## config.mk

```make
export PLATFORM = sky130hd
export DESIGN_NAME = guess_game
export DESIGN_NICKNAME = d
export VERILOG_FILES = /design/src/rtl/guess_pkg.sv /design/src/rtl/guess_lfsr.sv /design/src/rtl/guess_judge.sv /design/src/rtl/guess_fsm.sv /design/src/rtl/guess_game.sv
export SDC_FILE = /design/constraint.sdc
export NUM_CORES = 1
export LEC_CHECK = 0
export ABC_AREA = 1
export BUFFER_PORTS_ARGS = -buffer_cell sky130_fd_sc_hd__buf_2
export CAP_MARGIN = 40
export CORE_MARGIN = 4
export CORE_UTILIZATION = 40
export DETAILED_ROUTE_END_ITERATION = 8
export GPL_ROUTABILITY_DRIVEN = 0
export PLACE_DENSITY = 0.7
export SYNTH_ARGS = -nofsm -noshare
export SYNTH_HDL_FRONTEND = slang
export SYNTH_SLANG_ARGS = --single-unit
```

## constraint.sdc

```tcl
create_clock -name clk -period 1.57 [get_ports clk]
set_clock_uncertainty 0.15 [all_clocks]
set_input_delay 0.0785 -clock clk [delete_from_list [all_inputs] [get_ports clk]]
set_output_delay 0.0785 -clock clk [all_outputs]
set_load 0.01 [all_outputs]
```

## src/rtl/guess_pkg.sv

```systemverilog
package guess_pkg;
  typedef enum logic [1:0] {
    K_PLAY = 2'd0,
    K_OK   = 2'd1,
    K_BAD  = 2'd2
  } phase_e;
endpackage

```

## src/rtl/guess_lfsr.sv

```systemverilog
module guess_lfsr #(
  parameter int          W    = 8,
  parameter logic [W-1:0] TAPS = 8'hB8,
  parameter logic [W-1:0] SEED = 8'hE1
) (
  input  logic         clk,
  input  logic         rst_n,
  output logic [W-1:0] q,
  output logic         adv
);
  logic [W-1:0] q_nxt;

  // feedback is the parity of the tapped bits, shifted in at bit 0
  always_comb begin
    q_nxt = {q[W-2:0], ^(q & TAPS)};
  end

  always_ff @(posedge clk or negedge rst_n) begin
    if (!rst_n) q <= SEED;
    else        q <= q_nxt;
  end

  assign adv = q[0];
endmodule

```

## src/rtl/guess_judge.sv

```systemverilog
module guess_judge #(
  parameter int N = 4
) (
  input  logic [N-1:0] btn,
  input  logic [N-1:0] lamp,
  output logic         press,
  output logic         match
);
  // a guess is good only when the pressed set equals the single lit lamp
  always_comb begin
    press = |btn;
    match = (btn == lamp) && (lamp != '0);
  end
endmodule

```

## src/rtl/guess_fsm.sv

```systemverilog
module guess_fsm
  import guess_pkg::*;
#(
  parameter int N         = 4,
  parameter bit OUT_CODED = 1'b0
) (
  input  logic         clk,
  input  logic         rst_n,
  input  logic         adv,
  input  logic         press,
  input  logic         match,
  output logic [N-1:0] lamp,
  output logic         err
);
  localparam int          IW    = (N > 1) ? $clog2(N) : 1;
  localparam logic [N-1:0] FIRST = N'(1);

  phase_e       cur_ph, nxt_ph;
  logic [N-1:0] cur_lamp, nxt_lamp;

  // next-state process, independent of storage choice
  always_comb begin
    nxt_ph   = cur_ph;
    nxt_lamp = cur_lamp;
    case (cur_ph)
      K_PLAY: begin
        if (press) begin
          nxt_ph   = match ? K_OK : K_BAD;
          nxt_lamp = '0;
        end else if (adv) begin
          nxt_lamp = {cur_lamp[N-2:0], cur_lamp[N-1]};
        end
      end
      K_OK, K_BAD: begin
        if (!press) begin
          nxt_ph   = K_PLAY;
          nxt_lamp = FIRST;
        end
      end
      default: begin
        nxt_ph   = K_PLAY;
        nxt_lamp = FIRST;
      end
    endcase
  end

  generate
    if (OUT_CODED) begin : g_oc
      // state bits are the outputs themselves: {lamps, error}
      logic [N-1:0] lamp_q;
      logic         err_q;

      always_ff @(posedge clk or negedge rst_n) begin
        if (!rst_n) begin
          lamp_q <= FIRST;
          err_q  <= 1'b0;
        end else begin
          lamp_q <= nxt_lamp;
          err_q  <= (nxt_ph == K_BAD);
        end
      end

      always_comb begin
        cur_lamp = lamp_q;
        if (|lamp_q)    cur_ph = K_PLAY;
        else if (err_q) cur_ph = K_BAD;
        else            cur_ph = K_OK;
      end
    end else begin : g_bin
      phase_e        ph_q;
      logic [IW-1:0] idx_q, idx_nxt;

      always_comb begin
        idx_nxt = '0;
        for (int i = 0; i < N; i++) begin
          if (nxt_lamp[i]) idx_nxt = IW'(i);
        end
      end

      always_ff @(posedge clk or negedge rst_n) begin
        if (!rst_n) begin
          ph_q  <= K_PLAY;
          idx_q <= '0;
        end else begin
          ph_q  <= nxt_ph;
          idx_q <= idx_nxt;
        end
      end

      always_comb begin
        cur_ph   = ph_q;
        cur_lamp = '0;
        if (ph_q == K_PLAY) cur_lamp[idx_q] = 1'b1;
      end
    end
  endgenerate

  assign lamp = cur_lamp;
  assign err  = (cur_ph == K_BAD);
endmodule

```

## src/rtl/guess_game.sv

```systemverilog
module guess_game #(
  parameter int   N         = 4,
  parameter int   RW        = 8,
  parameter logic [RW-1:0] TAPS = 8'hB8,
  parameter logic [RW-1:0] SEED = 8'hE1,
  parameter bit   OUT_CODED = 1'b0
) (
  input  logic         clk,
  input  logic         rst_n,
  input  logic [N-1:0] btn,
  output logic [N-1:0] lamp,
  output logic         err
);
  logic [RW-1:0] lfsr_w;
  logic          adv_w;
  logic          press_w;
  logic          match_w;

  guess_lfsr #(.W(RW), .TAPS(TAPS), .SEED(SEED)) u_lfsr (
    .clk   (clk),
    .rst_n (rst_n),
    .q     (lfsr_w),
    .adv   (adv_w)
  );

  guess_judge #(.N(N)) u_judge (
    .btn   (btn),
    .lamp  (lamp),
    .press (press_w),
    .match (match_w)
  );

  guess_fsm #(.N(N), .OUT_CODED(OUT_CODED)) u_fsm (
    .clk   (clk),
    .rst_n (rst_n),
    .adv   (adv_w),
    .press (press_w),
    .match (match_w),
    .lamp  (lamp),
    .err   (err)
  );
endmodule

```

==> out/results.tsv <==
metric	value	unit
firstDrtPassIters	4	
final_cells	124	
dpl.hpwl	1.06	mm
fin_nets	119	
wl_per_cell	13.8	µm
cts.sinks	12	
switching_power	416	µW
regArea	305	µm²
setup_violations	1	
internal_power	714	µW
max_slew_margin	81.2	%
synthCells	85	
rsz0062_at_grt	true	
end_kind	primary output	
dp_slack	-75.1	ps
p_clk_share	22.1	%
crit_path_max_incr_delay	400	ps
synth-edff-count	0	
design_area	970	µm²
synth_area	701	µm²
drive_gt1_share	48.1	%
p_per_area	1170	nW/µm²
die_x	49.9	µm
crit_type	flop to primary output	
synth-main-ff-cell	dfrtp_1	
cts-htree-levels	1	
combinationalPowerShare	47.9	%
multi_input_area	395	µm²
yosysTopAreaCell	dfrtp_1	
tightest_slew	282	ps
numCtsBuffers	3	
hold_viol_final	0	
status	complete, but fails checks	
max_cap_viol_count	0	
via_count	618	
synth_area_leaders	dfrtp_1, dfstp_2, nand2_1, ha_1, nand3_2	
avgSynthCellArea	8.24	µm²
grt_pass1_vias	590	
core-area	1580	µm²
grt_max_degree	13	
share_seq_of_total_power	29.9	%
cpMostUsedCell	buf_6	
synth-async-reset-ratio	100	%
n_antenna_cell	0	
cp-start-kind	flop	
grt_usage	13.9	%
drt_iter0_markers	17	
min_path_type	primary input to asynchronous set/reset pin	
peakVddDrop	0.839	mV
insertion_delay	280	ps
cts-root-buf	clkbuf_4	
synth_cell_type_count	19	
crit_path_start	u_fsm.cur_ph[0]	
syn2layout_area_growth	38.4	%
crit_required	1340	ps
finalMaxSlewViolations	0	
yosysTopAreaCellShare	28.6	%
fin_crit_sh	100	%
yosys-top-cells-count	nand2_1, inv_1, dfrtp_1	
ios	11	
power	1.13	mW
die_y	49.9	µm
rows	14	
syn-num-nets	95	
routed_wl	1.71	mm
arrival	1350	ps
crit_fanout	7	
start_util	44.4	%
place_area	820	µm²
dieArea	2490	µm²
setup_slack	-7.79	ps
switching_share	36.8	%
antenna_found_initial	0	
clkTransAtPathRegs	80	ps
route.detailed.drc	0	
p_leak	0.491	nW
portBuffers	10	
synth.yosys.seq_area_share	43.6	%
yosysMostFrequentCell	nand2_1	
clock.fmax	0.634	GHz
reg2reg_from	u_fsm.cur_ph[0]	
yosys_warnings	0	
ys_seq_elements	12	
crit_path_top_delay_cell	dfrtp_1	
period_needed	1580	ps
via_per_inst	4.98	
fillers	124	
grt_pass1_wl	2.62	mm
postLayoutCoreUtil	61.5	%
place_inst	118	
cts_tree	built	
cts_buffer_depth	2	
ant_nets	0	
path_cells	inv_2 -> ha_4 -> nand3_4 -> buf_6 -> inv_4 -> buf_6	
violations	negative setup slack	
overflow	0	
metal layers:
layer	GRT usage [%]	vias to the layer above	share of wire (%)
met5	0	-	0
met1	15.8	277	41
met2	24.0	31	50
li1	-	304	-
met4	5.99	0	2.3
met3	3.92	6	6.2
state kept, by name, indices dropped and copies added (netlist names):
register / cells
u_fsm.cur_ph: 2
u_fsm.g_bin.idx_q: 2
u_lfsr.q: 8
worst max-delay path, delay by kind of cell (launching register included):
family                   cells  cell delay (ps)
buffers and inverters        4              340
flip-flops                   1              400
AND/OR/NAND/NOR              1              100
adder cells (fa/ha/maj)      1              220
cell type report:
type / instances / area share, %
Multi-Input combinational cell: 57 / 40.8
Timing Repair Buffer: 20 / 15.9
Clock buffer: 4 / 3.74
Tap cell: 16 / 2.06
Sequential cell: 12 / 31.5
Inverter: 15 / 6.06
through the flow:
stage               hold WS, ps  TNS (ps)
global route               79.0      -299
detailed placement         -182      -152
finish                     48.2     -7.79
CTS                        57.9         0
global placement           -192     -61.7
floorplan                  -367         0
path summary, 6_finish.rpt:
check	slack (ps)	end	cells after the start
max reg2reg	20	u_fsm.cur_ph[0]	8
min	50	u_lfsr.q[4]	2
max	-8	lamp[3]	6
max in group asynchronous	950	u_lfsr.q[6]	2
min in group clk	80	u_fsm.cur_ph[0]	6
min reg2reg	200	u_lfsr.q[3]	0
power by group through the flow:
stage	Clock, mW	Combinational (mW)	Sequential [mW]
after global routing	0.265	0.595	0.339
after CTS	0.249	0.484	0.337
after floorplan	0	0.274	0.344
after detailed placement	0	0.421	0.341
final	0.250	0.542	0.338
after global placement	0	0.417	0.340
repair_timing:
| action | 4_1_cts | 5_1_grt |
|---|---|---|
| pin swaps | 3 | 5 |
| buffers inserted | 3 | 0 |
| hold buffers | 1 | 0 |
| endpoints found under the hold margin | 12 | 0 |
| resized for setup | 6 | 15 |
| setup endpoints to repair | 8 | 7 |
layout by cell type, fill, tap and decap left out, drive strengths merged:
| master | count |
|---|---|
| xor2 | 1 |
| dfstp | 4 |
| dlygate4sd3 | 1 |
| xnor2 | 2 |
| ha | 4 |
| buf | 19 |
| a21oi | 3 |
| nand2 | 26 |
| nor2 | 7 |
| o21ai | 5 |
| nand3 | 9 |
| clkbuf | 4 |
| inv | 15 |
| dfrtp | 8 |
cell families (layout without fill, tap and decap cells):
logic type                 count (synthesis)  count (layout)  synth area share [%]
AOI/OAI and AO/OA                          8               8                  6.78
xor gates and xnor gates                   3               3                  3.75
adders and majority gates                  4               4                  7.14
buffers and inverters                     16              39                  9.64
DFF                                       12              12                  43.6
and+or+nand+nor                           42              42                  29.1
No activity file was read; power rests on OpenSTA's default activity.
